[config.mk]
export PLATFORM = sky130hd
export DESIGN_NAME = serial_sig_compactor
export DESIGN_NICKNAME = d
export VERILOG_FILES = /design/src/rtl/sigc_pkg.sv /design/src/rtl/sigc_divider.sv /design/src/rtl/sigc_counter.sv /design/src/rtl/sigc_verdict_fsm.sv /design/src/rtl/serial_sig_compactor.sv
export SDC_FILE = /design/constraint.sdc
export NUM_CORES = 1
export LEC_CHECK = 0
export ABC_AREA = 0
export BUFFER_PORTS_ARGS = -buffer_cell sky130_fd_sc_hd__buf_2
export CAP_MARGIN = 10
export CORE_ASPECT_RATIO = 1.1
export CORE_MARGIN = 8
export CORE_UTILIZATION = 53
export CTS_CLUSTER_DIAMETER = 30
export CTS_CLUSTER_SIZE = 24
export DETAILED_ROUTE_END_ITERATION = 16
export GPL_ROUTABILITY_DRIVEN = 0
export PLACE_DENSITY = 0.88
export SLEW_MARGIN = 40
export SYNTH_ARGS = -nofsm -noshare
export SYNTH_HDL_FRONTEND = slang
export SYNTH_SLANG_ARGS = --single-unit
export TNS_END_PERCENT = 1
[constraint.sdc]
create_clock -name clk -period 5.6 [get_ports clk]
set_input_delay 0.84 -clock clk [delete_from_list [all_inputs] [get_ports clk]]
set_output_delay 0.84 -clock clk [all_outputs]
set_load 0.05 [all_outputs]
[src/rtl/sigc_pkg.sv]
package sigc_pkg;

    typedef enum logic [1:0] {
        ST_IDLE     = 2'd0,
        ST_ACCUM    = 2'd1,
        ST_MATCH    = 2'd2,
        ST_MISMATCH = 2'd3
    } sigc_state_t;

    // Low-order terms of x^5 + x^3 + x + 1 (bit i = coefficient of x^i)
    localparam logic [4:0] GEN_LOW_TERMS = 5'b01011;

endpackage

[src/rtl/sigc_divider.sv]
module sigc_divider #(
    parameter int          SIG_W = 5,
    parameter logic [SIG_W-1:0] TAPS = 5'b01011
) (
    input  logic             clk,
    input  logic             clr,
    input  logic             shift_en,
    input  logic             din,
    output logic [SIG_W-1:0] rem_o
);

    logic [SIG_W-1:0] rem_q;
    logic [SIG_W-1:0] rem_d;
    logic             carry_out;

    assign carry_out = rem_q[SIG_W-1];

    for (genvar i = 0; i < SIG_W; i++) begin : g_stage
        if (i == 0) begin : g_head
            assign rem_d[i] = din ^ (TAPS[i] & carry_out);
        end else begin : g_body
            assign rem_d[i] = rem_q[i-1] ^ (TAPS[i] & carry_out);
        end
    end

    always_ff @(posedge clk) begin
        if (clr) begin
            rem_q <= '0;
        end else if (shift_en) begin
            rem_q <= rem_d;
        end
    end

    assign rem_o = rem_q;

endmodule

[src/rtl/sigc_counter.sv]
module sigc_counter #(
    parameter int CNT_W = 16
) (
    input  logic             clk,
    input  logic             clr,
    input  logic             inc,
    input  logic [CNT_W-1:0] limit,
    output logic [CNT_W-1:0] cnt_o,
    output logic             at_limit_o
);

    logic [CNT_W-1:0] cnt_q;

    always_ff @(posedge clk) begin
        if (clr) begin
            cnt_q <= '0;
        end else if (inc) begin
            cnt_q <= cnt_q + CNT_W'(1);
        end
    end

    assign cnt_o      = cnt_q;
    assign at_limit_o = (cnt_q == limit);

endmodule

[src/rtl/sigc_verdict_fsm.sv]
module sigc_verdict_fsm
    import sigc_pkg::*;
(
    input  logic clk,
    input  logic clr,
    input  logic at_limit,
    input  logic sig_match,
    input  logic bit_taken,
    output logic take_ok_o,
    output logic pass_o
);

    sigc_state_t state_q;
    sigc_state_t state_d;

    always_ff @(posedge clk) begin
        if (clr) begin
            state_q <= ST_IDLE;
        end else begin
            state_q <= state_d;
        end
    end

    always_comb begin
        state_d = state_q;
        unique case (state_q)
            ST_IDLE: begin
                if (at_limit) begin
                    state_d = sig_match ? ST_MATCH : ST_MISMATCH;
                end else if (bit_taken) begin
                    state_d = ST_ACCUM;
                end
            end
            ST_ACCUM: begin
                if (at_limit) begin
                    state_d = sig_match ? ST_MATCH : ST_MISMATCH;
                end
            end
            ST_MATCH:    state_d = ST_MATCH;
            ST_MISMATCH: state_d = ST_MISMATCH;
            default:     state_d = ST_IDLE;
        endcase
    end

    always_comb begin
        take_ok_o = 1'b0;
        pass_o    = 1'b0;
        unique case (state_q)
            ST_IDLE:     take_ok_o = 1'b1;
            ST_ACCUM:    take_ok_o = 1'b1;
            ST_MATCH:    pass_o    = 1'b1;
            ST_MISMATCH: pass_o    = 1'b0;
            default:     pass_o    = 1'b0;
        endcase
    end

endmodule

[src/rtl/serial_sig_compactor.sv]
module serial_sig_compactor #(
    parameter int SIG_W = 5,
    parameter int CNT_W = 16
) (
    input  logic             clk,
    input  logic             clr,
    input  logic             din_valid,
    input  logic             din_bit,
    input  logic [SIG_W-1:0] golden_sig,
    input  logic [CNT_W-1:0] stream_len,
    output logic [SIG_W-1:0] signature,
    output logic [CNT_W-1:0] bit_count,
    output logic             sig_pass
);

    localparam logic [SIG_W-1:0] TAPS = sigc_pkg::GEN_LOW_TERMS;

    logic at_limit;
    logic take_ok;
    logic bit_taken;
    logic sig_match;

    assign bit_taken = din_valid & take_ok & ~at_limit;
    assign sig_match = (signature == golden_sig);

    sigc_divider #(
        .SIG_W (SIG_W),
        .TAPS  (TAPS)
    ) div_i (
        .clk      (clk),
        .clr      (clr),
        .shift_en (bit_taken),
        .din      (din_bit),
        .rem_o    (signature)
    );

    sigc_counter #(
        .CNT_W (CNT_W)
    ) cnt_i (
        .clk        (clk),
        .clr        (clr),
        .inc        (bit_taken),
        .limit      (stream_len),
        .cnt_o      (bit_count),
        .at_limit_o (at_limit)
    );

    sigc_verdict_fsm fsm_i (
        .clk       (clk),
        .clr       (clr),
        .at_limit  (at_limit),
        .sig_match (sig_match),
        .bit_taken (bit_taken),
        .take_ok_o (take_ok),
        .pass_o    (sig_pass)
    );

endmodule

# Word level (Yosys, flattened, before mapping)

Cells that the tools add are included.

Bits in registers: 23
Bits in latches: 0
Bits in writable memories: 0
ROM bits: 0
Input bits: 25
Output and inout port bits: 22
Word-level logic and storage cells: 27
Memories kept: 0

Add/subtract/negate cells: 1
Multiply operators: 0
Divide/modulo/power cells: 0
$lt $le $gt $ge: 0
Eq/ne operators: 7
Shifts and indexed selects: 0
Muxes and demuxes: 7
Bitwise operators: 6
Reductions and logical operators: 3

Operator list:

| kind                  | number |
|---|---|
| $add 16x1->16 const B | 1 |
| $eq 16x16->1          | 1 |
| $pmux 2 s4            | 1 |
| $mux 2                | 3 |
| $eq 5x5->1            | 1 |
| $eq 2x2->1 const B    | 2 |
| $mux 1                | 3 |
| $ne 3x3->1 const B    | 1 |
| $xor 1x1->1           | 3 |
| $and 1x1->1           | 2 |
| $eq 2x1->1 const B    | 1 |
| $logic_not 2->1       | 1 |
| $ne 2x2->1 const B    | 1 |
| $reduce_and 2->1      | 1 |
| $reduce_or 2->1       | 1 |
| $not 1->1             | 1 |

# Depth between registers and ports, before layout

Gate-level depths: netlist (run 1).

Depth in word-level cells: 8
Gate-level depth with buffers: 7

# By module

From an unflattened synthesis (run 1), not the netlist that was laid out.

Cell total of the unflattened synthesis: 141
Area total of the unflattened synthesis: 1273.7 sq um

Modules (own cells, without submodules):

| module               | instances | cells each | area each (sq um) | seq. area each (sq um) |
|---|---|---|---|---|
| sigc_counter         | 1         | 101        | 909.6             | 320.3 |
| sigc_divider         | 1         | 21         | 207.7             | 100.1 |
| sigc_verdict_fsm     | 1         | 10         | 90.1              | 40.0 |
| serial_sig_compactor | 1         | 9          | 66.3              | 0.0 |

# Worst setup path after synthesis (run 1)

Ideal clock, no wire load.

Kind: input -> register
Start: input stream_len[5]
End: register cnt_i.cnt_q[0], in the netlist cnt_i.cnt_o[0]
Setup time: 123 ps
Arrival time: 2141 ps
Slack: 3336 ps
Cell stages on the path: 5
Cells stage by stage: xnor2_1 > nand4_1 > o41ai_4 > nor2_2 > mux2_1

Longest elaborated chain between the ends: 3

Ends and longest elaborated chain:

| element              | RTL line                   | source |
|---|---|---|
| from (decl)          | serial_sig_compactor.sv:10 | `input logic [CNT_W-1:0] stream_len,` |
| $eq 16x16->1         | sigc_counter.sv:23         | `assign at_limit_o = (cnt_q == limit);` |
| $not 1->1            | serial_sig_compactor.sv:23 | `assign bit_taken = din_valid & take_ok & ~at_limit;` |
| $and 1x1->1          | serial_sig_compactor.sv:23 |  |
| to (signal assigned) | sigc_counter.sv:18         | `cnt_q <= cnt_q + CNT_W'(1);` |
| to (decl)            | sigc_counter.sv:12         | `logic [CNT_W-1:0] cnt_q;` |

No other way between the ends.
A chain may end at the register's enable or synchronous reset.

# Worst setup path in the final report (run 1)

Same ends and word-level chain as after synthesis.

==> metrics.txt, run 1 <==
status=finished, final reports clean; Clock Path Buffers=2; prevailing post-synth register cell=dfxtp_1; largest net degree at the start of global routing=33; kind of end point of the critical path=flop; Ys Warns=0; routed len/inst=13.8 µm; via count=1,268; DIE AREA=0.00445 mm²; critical path's slowest cell=o41ai_4; Fin. Hold Viols=0; postcts setup bufs=0; worst setup path class=in -> reg; Util after Layout=65.9%; Pre-antenna DRT Iters=4; num rows=19; Async S/R FF share, synth=0%; syn_nets=185; nets@finish=229; layout cell share with drive strength beyond 1=28.2%; CORE AREA=0.00247 mm²; power per standard cell area=178 mW/mm²; clk sinks=23; I/O Pins=47; antenna fix cells=0; Post-CTS Hold Buffers=0; Layout area overhead=19.4%; Setup Viol. Count Final=0; Worst slew margin=58.6%; Worst Path Arrival=2540 ps; f_max=0.427 GHz; Die Span Y=69.2 µm; clock latency on the worst-skew pair=300 ps; unrepaired setup endpoints after global routing=no; Mapped Cells=159; leakage power figure=0.685 nW; final WL=3210 µm; commonest non-fill, non-tap cell in the layout=buf_2; initial antenna violation count=0; GRT Total Usage=14.5%; Syn Std Cell Area=0.00136 mm²; Layout Skew=2.45 ps; first-pass GRT wire length=5570 µm; CP Launch Type=primary input; share of Yosys cell area claimed by the top area cell type=33.8%; leading post-synthesis cells by cell area=dfxtp_1, xnor2_1, nand4_1; slowest stage delay, CP=550 ps; IO Port Bufs=46; Max Slew Vio Count=0; hpwl dp=2540 µm; Die X=64.4 µm; EDFF count, synth=0; setup tns final=0 ps; fillcell total=222; FF+latch count, synth=23; Slew @ Worst Pin=615 ps; grt ovf=0; Mean Syn Cell Area=8.58 µm²; post-synthesis sequential area ratio=33.8%; starting density of the core=55.2%; Distinct cells, synth=31; DRC viols=0; fin crit period=2340 ps; max_cap viols=0; vias in the first global route=1,203; CP Max Fanout=11; final cycle utilization of the critical path=41.9%; DRT iter0 DRCs=63; largest area contributor in the netlist=dfxtp_1; TritonCTS Buffers=3; Req. time, crit path=5800 ps; crit-path cells=buf_2 > xnor2_1 > nand4_1 > o41ai_4 > buf_4 > nor2_2 > mux2_1; worst hold path class=reg -> reg; Worst-path clk slew=120 ps; peak supply drop=0.130 mV; TritonCTS clock tree=done; H-tree depth=1; post-CTS sizing=0; Routed Antenna Nets=0; most frequent cells in the layout=buf_2, dfxtp_1, xnor2_1; root buffer cell=clkbuf_4; DR vias/cell=5.44
[logic make-up (layout without fill, tap and decap cells)]
logic type / after synthesis / after routing / synth area share [%]
simple gates: 63 / 63 / 25.8
compound gates: 25 / 25 / 11.9
xor+xnor: 24 / 24 / 15.4
flops: 23 / 23 / 33.8
buf+inv: 13 / 56 / 4.40
mux: 10 / 10 / 7.80
fa+ha+maj: 1 / 1 / 0.917
[cells in the mapped netlist (all sizes together) (3+ instances only)]
master and n:
dfxtp 23, xnor2 21, a21oi 10, nand4 10, nor2 10, o21ai 9, nand2b 8, nand3 7
nor2b 7, or3 7, clkbuf 6, mux2 5, mux2i 5, nand2 4, nor3 4, buf 3
inv 3, o31ai 3, or4 3, xor2 3
[final timing paths]
check                                         to  slack, ps        startpoint  depth (start not counted)
worst min register to register  fsm_i.state_q[0]        490  fsm_i.state_q[0]                          2
worst min-delay path            fsm_i.state_q[0]        490  fsm_i.state_q[0]                          2
worst max register to register    cnt_i.cnt_o[0]       3420    cnt_i.cnt_o[5]                          6
worst max-delay path              cnt_i.cnt_o[0]       3260     stream_len[5]                          7
[per-stage QoR]
| stage | instance area (µm²) | instances | hold WS, ps | setup WS (ps) | total power [mW] |
|---|---|---|---|---|---|
| after floorplan | 1360 | 159 | 447 | 3340 | 0.203 |
| after global placement | 1590 | 227 | 461 | 2520 | 0.218 |
| after detailed placement | 1600 | 229 | 465 | 2940 | 0.218 |
| after CTS | 1630 | 233 | 487 | 3260 | 0.293 |
| after global routing | 1630 | 233 | 516 | 3150 | 0.304 |
| final | 1630 | 233 | 490 | 3260 | 0.289 |
[flip-flops by register name (all words and copies together) (netlist names)]
register	flops
cnt_i.cnt_o	16
div_i.rem_o	5
fsm_i.state_q	2
[layer usage]
layer	global-route usage (%)	vias up	wire length, µm
met4	3.40	0	10
met2	22.9	45	1500
met3	4.68	2	243
met5	0	-	0
met1	18.6	571	1450
li1	-	650	-
[power by group]
part	total (mW)	switching (mW)	internal (mW)
sequential	0.170	0.00349	0.167
clock	0.0750	0.0473	0.0277
combinational	0.0445	0.0249	0.0196
[critical path: cells and delay by family]
| kind | cells | cell delay (ps) |
|---|---|---|
| AO/OA/AOI/OAI | 1 | 550 |
| buffers and inverters | 2 | 360 |
| multiplexers | 1 | 320 |
| AND/OR/NAND/NOR | 2 | 300 |
| XOR/XNOR | 1 | 170 |
[cell type report]
| class | instances | area (µm²) | area share [%] |
|---|---|---|---|
| multi-input combinational | 123 | 843 | 51.8 |
| sequential | 23 | 460 | 28.3 |
| timing repair buffer | 48 | 245 | 15.1 |
| tap | 31 | 38.8 | 2.38 |
| clock buffer | 4 | 26.3 | 1.61 |
| inverter | 4 | 15.0 | 0.922 |
(Power assumes the default switching activity.)
==> inputs of run 2 (changes only) <==
- CORE_UTILIZATION: 53 -> 44
- PLACE_DENSITY: 0.88 -> 0.78
- clock period: 5.6 -> 2.1 ns (I/O delays scaled with it)
==> metrics.txt, run 2 (synthesized netlist as in run 1, its figures left out) <==
IO Port Bufs=46; Die Span Y=74.4 µm; Layout Skew=13.3 ps; fin crit period=1850 ps; pre-CTS WS=195 ps; Slew @ Worst Pin=489 ps; routed len/inst=14.4 µm; GRT Total Usage=13.3%; via count=1,320; first-pass GRT wire length=5830 µm; unrepaired setup endpoints after global routing=no; num rows=21; initial antenna violation count=0; setup tns final=0 ps; Worst slew margin=67.4%; nets@finish=232; CP Max Fanout=5; worst hold path class=in -> reg; internal power=0.571 mW; root buffer cell=clkbuf_4; I/O Pins=47; grt ovf=0; leakage power figure=0.707 nW; Max Slew Vio Count=0; power per standard cell area=470 mW/mm²; Design Power=0.783 mW; DR vias/cell=5.52; starting density of the core=45.5%; final cycle utilization of the critical path=88.0%; largest net degree at the start of global routing=33; CORE AREA=0.00300 mm²; share of power burned in combinational logic=15.5%; DIE AREA=0.00514 mm²; max_cap viols=0; CP Launch Type=flop; TritonCTS Buffers=3; Psw=0.213 mW; Worst Path Arrival=2090 ps; f_max=0.541 GHz; Req. time, crit path=2340 ps; Fin. Hold Viols=0; Setup Viol. Count Final=0; final worst setup slack=251 ps; DRC viols=0; vias in the first global route=1,304; Worst-path clk slew=140 ps; hpwl dp=2630 µm; peak supply drop=0.238 mV; clock latency on the worst-skew pair=320 ps; layout cell share with drive strength beyond 1=34.1%; commonest non-fill, non-tap cell in the layout=buf_2; post-CTS sizing=0; clk sinks=23; Clock Path Buffers=2; most frequent cells in the layout=buf_2, xnor2_1, dfxtp_1; Layout area overhead=22.3%; DRT iter0 DRCs=77; worst setup path class=reg -> reg; clock power share=26.5%; postcts setup bufs=0; antenna fix cells=0; H-tree depth=1; kind of end point of the critical path=flop; TritonCTS clock tree=done; Post-CTS Hold Buffers=0; Die X=69.1 µm; max FFs per register=16; status=finished, final reports clean; final WL=3440 µm; Pre-antenna DRT Iters=4; Routed Antenna Nets=0; Seq pwr share=58.1%; Net Sw Frac=27.1%
-- run 2: layer usage --
| layer | part of all wire [%] | up-vias | global-route usage, % |
|---|---|---|---|
| li1 | - | 656 | - |
| met2 | 48 | 43 | 22.1 |
| met4 | 1.3 | 0 | 4.10 |
| met5 | 0 | - | 0 |
| met1 | 44 | 614 | 15.8 |
| met3 | 7.0 | 7 | 4.53 |
-- run 2: cell type report --
| cell class | count | area, µm² |
|---|---|---|
| fill | 306 | 1330 |
| multi-input combinational | 123 | 843 |
| sequential | 23 | 472 |
| timing repair buffer | 51 | 268 |
| tap | 34 | 42.5 |
| clock buffer | 3 | 22.5 |
| inverter | 4 | 15.0 |
| clock inverter | 1 | 5.00 |
-- run 2: worst max-delay path: stages, from the launching register on --
cell and delay [ps]:
dfxtp_1 460, nand4_1 180, nor2_1 260, nand4_1 220, or4_1 520, a21oi_1 150
-- run 2: path summary, 6_finish.rpt --
check / start / to / slack (ps) / cells past startpoint
worst max-delay path: cnt_i.cnt_o[7] / cnt_i.cnt_o[15] / 250 / 5
worst min-delay path: din_bit / div_i.rem_o[0] / 270 / 3
worst max register to register: cnt_i.cnt_o[7] / cnt_i.cnt_o[15] / 250 / 5
worst min register to register: fsm_i.state_q[0] / fsm_i.state_q[0] / 500 / 2
-- run 2: power groups by stage --
stage                     sequential [mW]  combinational (mW)  clock (mW)
after global placement              0.465               0.121           0
final                               0.455               0.121       0.207
after CTS                           0.455               0.123       0.212
after global routing                0.456               0.132       0.231
after floorplan                     0.482              0.0600           0
after detailed placement            0.465               0.122           0
-- run 2: per-stage QoR --
step / utilization (%) / cells / hold WS (ps) / area, µm²
2_1_floorplan: - / 159 / 447 / 1380
3_3_place_gp: 54.8 / 235 / 466 / 1640
3_5_place_dp: 54.8 / 235 / 493 / 1640
4_1_cts: 55.7 / 239 / 271 / 1670
5_1_grt: 55.7 / 239 / 261 / 1670
6_report: 55.7 / 239 / 268 / 1670
==> inputs of run 3 (changes only) <==
- CORE_ASPECT_RATIO: 1.1 -> default
- CTS_CLUSTER_DIAMETER: 30 -> 80
- PLACE_DENSITY: 0.78 -> default
- PLACE_DENSITY_LB_ADDON: default -> 0.15
==> metrics.txt, run 3 (synthesized netlist as in run 1, its figures left out) <==
GRT Total Usage=13.7%; Worst Path Arrival=2090 ps; setup tns final=0 ps; met2 wire length=1630 µm; DIE AREA=0.00514 mm²; fin crit period=1870 ps; TritonCTS Buffers=3; peak supply drop=0.518 mV; Routed Antenna Nets=0; num rows=20; routed len/inst=14.7 µm; status=finished, final reports clean; nets@finish=231; H-tree depth=1; WHS=284 ps; unrepaired setup endpoints after global routing=no; hpwl dp=2690 µm; post-CTS sizing=0; DR vias/cell=5.33; max_cap viols=0; DRC viols=0; Layout Skew=1.75 ps; uppermost routed layer=met4; f_max=0.534 GHz; DRT iter0 DRCs=98; Req. time, crit path=2320 ps; final WL=3490 µm; initial antenna violation count=0; Setup Viol. Count Final=0; leakage power figure=0.702 nW; Die Span Y=71.7 µm; TritonCTS clock tree=done; grt ovf=0; via count=1,264; commonest non-fill, non-tap cell in the layout=buf_2; metal3 WL=211 µm; reg-to-reg critical path startpoint=cnt_i.cnt_o[0]; wl on met1=1620 µm; max FFs per register=16; Slew @ Worst Pin=518 ps; clk sinks=23; R2R cell count=6; CP startpoint=cnt_i.cnt_o[0]; CORE AREA=0.00300 mm²; antenna fix cells=0; Layout area overhead=21.7%; most frequent cells in the layout=buf_2, xnor2_1, dfxtp_1; reg-to-reg setup timing slack=230 ps; IO Port Bufs=46; worst hold path class=in -> reg; power per standard cell area=476 mW/mm²; first-pass GRT wire length=5810 µm; vias in the first global route=1,309; Post-CTS Hold Buffers=0; Clock Path Buffers=2; final cycle utilization of the critical path=89.2%; Die X=71.7 µm; worst setup path class=reg -> reg; Worst slew margin=65.4%; CP Launch Type=flop; worst r2r dst=cnt_i.cnt_o[0]; Fin. Hold Viols=0; layout cell share with drive strength beyond 1=33.8%; largest net degree at the start of global routing=33; I/O Pins=47; clock latency on the worst-skew pair=320 ps; Worst-path clk slew=130 ps; root buffer cell=clkbuf_4; Pre-antenna DRT Iters=4; CP Max Fanout=13; Max Slew Vio Count=0; Setup crit end=cnt_i.cnt_o[0]; kind of end point of the critical path=flop; starting density of the core=45.4%; postcts setup bufs=0
## run 3: cell types whose count changed in the layout (fill, tap and decap cells not counted), sizes merged
cell,before,now
buf,51,50
## run 3: cell type report
type / instances / area, µm²
sequential: 23 / 472
inverter: 4 / 15.0
timing repair buffer: 50 / 260
clock inverter: 1 / 5.00
multi-input combinational: 123 / 843
tap: 33 / 41.3
fill: 286 / 1340
clock buffer: 3 / 22.5
## run 3: routing by layer
layer | vias up | global-route usage [%]
met3 | 2 | 4.74
met5 | - | 0
li1 | 652 | -
met2 | 36 | 22.4
met1 | 574 | 16.4
met4 | 0 | 4.31
## run 3: power by group
part | internal (mW) | switching [mW]
sequential | 0.445 | 0.00950
clock | 0.0714 | 0.142
combinational | 0.0534 | 0.0682
## run 3: worst min path at each step
stage	slack [ps]	endpoint	cells past startpoint	startpoint
6_report	280	div_i.rem_o[0]	3	din_bit
3_5_place_dp	470	fsm_i.state_q[0]	2	fsm_i.state_q[0]
4_1_cts	280	div_i.rem_o[0]	3	din_bit
5_1_grt	290	div_i.rem_o[0]	3	din_bit
3_3_place_gp	470	fsm_i.state_q[0]	2	fsm_i.state_q[0]
2_1_floorplan	450	fsm_i.state_q[0]	2	fsm_i.state_q[0]
## run 3: through the flow
| stage | util (%) | cell area [µm²] | worst slack (ps) | cells | total power, mW |
|---|---|---|---|---|---|
| finish | 55.3 | 1660 | 228 | 237 | 0.789 |
| global route | 55.3 | 1660 | 93.5 | 237 | 0.819 |
| CTS | 55.3 | 1660 | 227 | 237 | 0.796 |
| detailed placement | 54.3 | 1630 | 173 | 233 | 0.587 |
| global placement | 54.3 | 1630 | 177 | 233 | 0.584 |
| floorplan | - | 1380 | 1.19 | 159 | 0.542 |
## run 3: critical path, stage by stage (launching register included)
cell     delay (ps)
dfxtp_2         370
xnor2_1         190
nand4_1         230
o41ai_4         390
buf_4           240
nor2_2           60
mux2_1          300
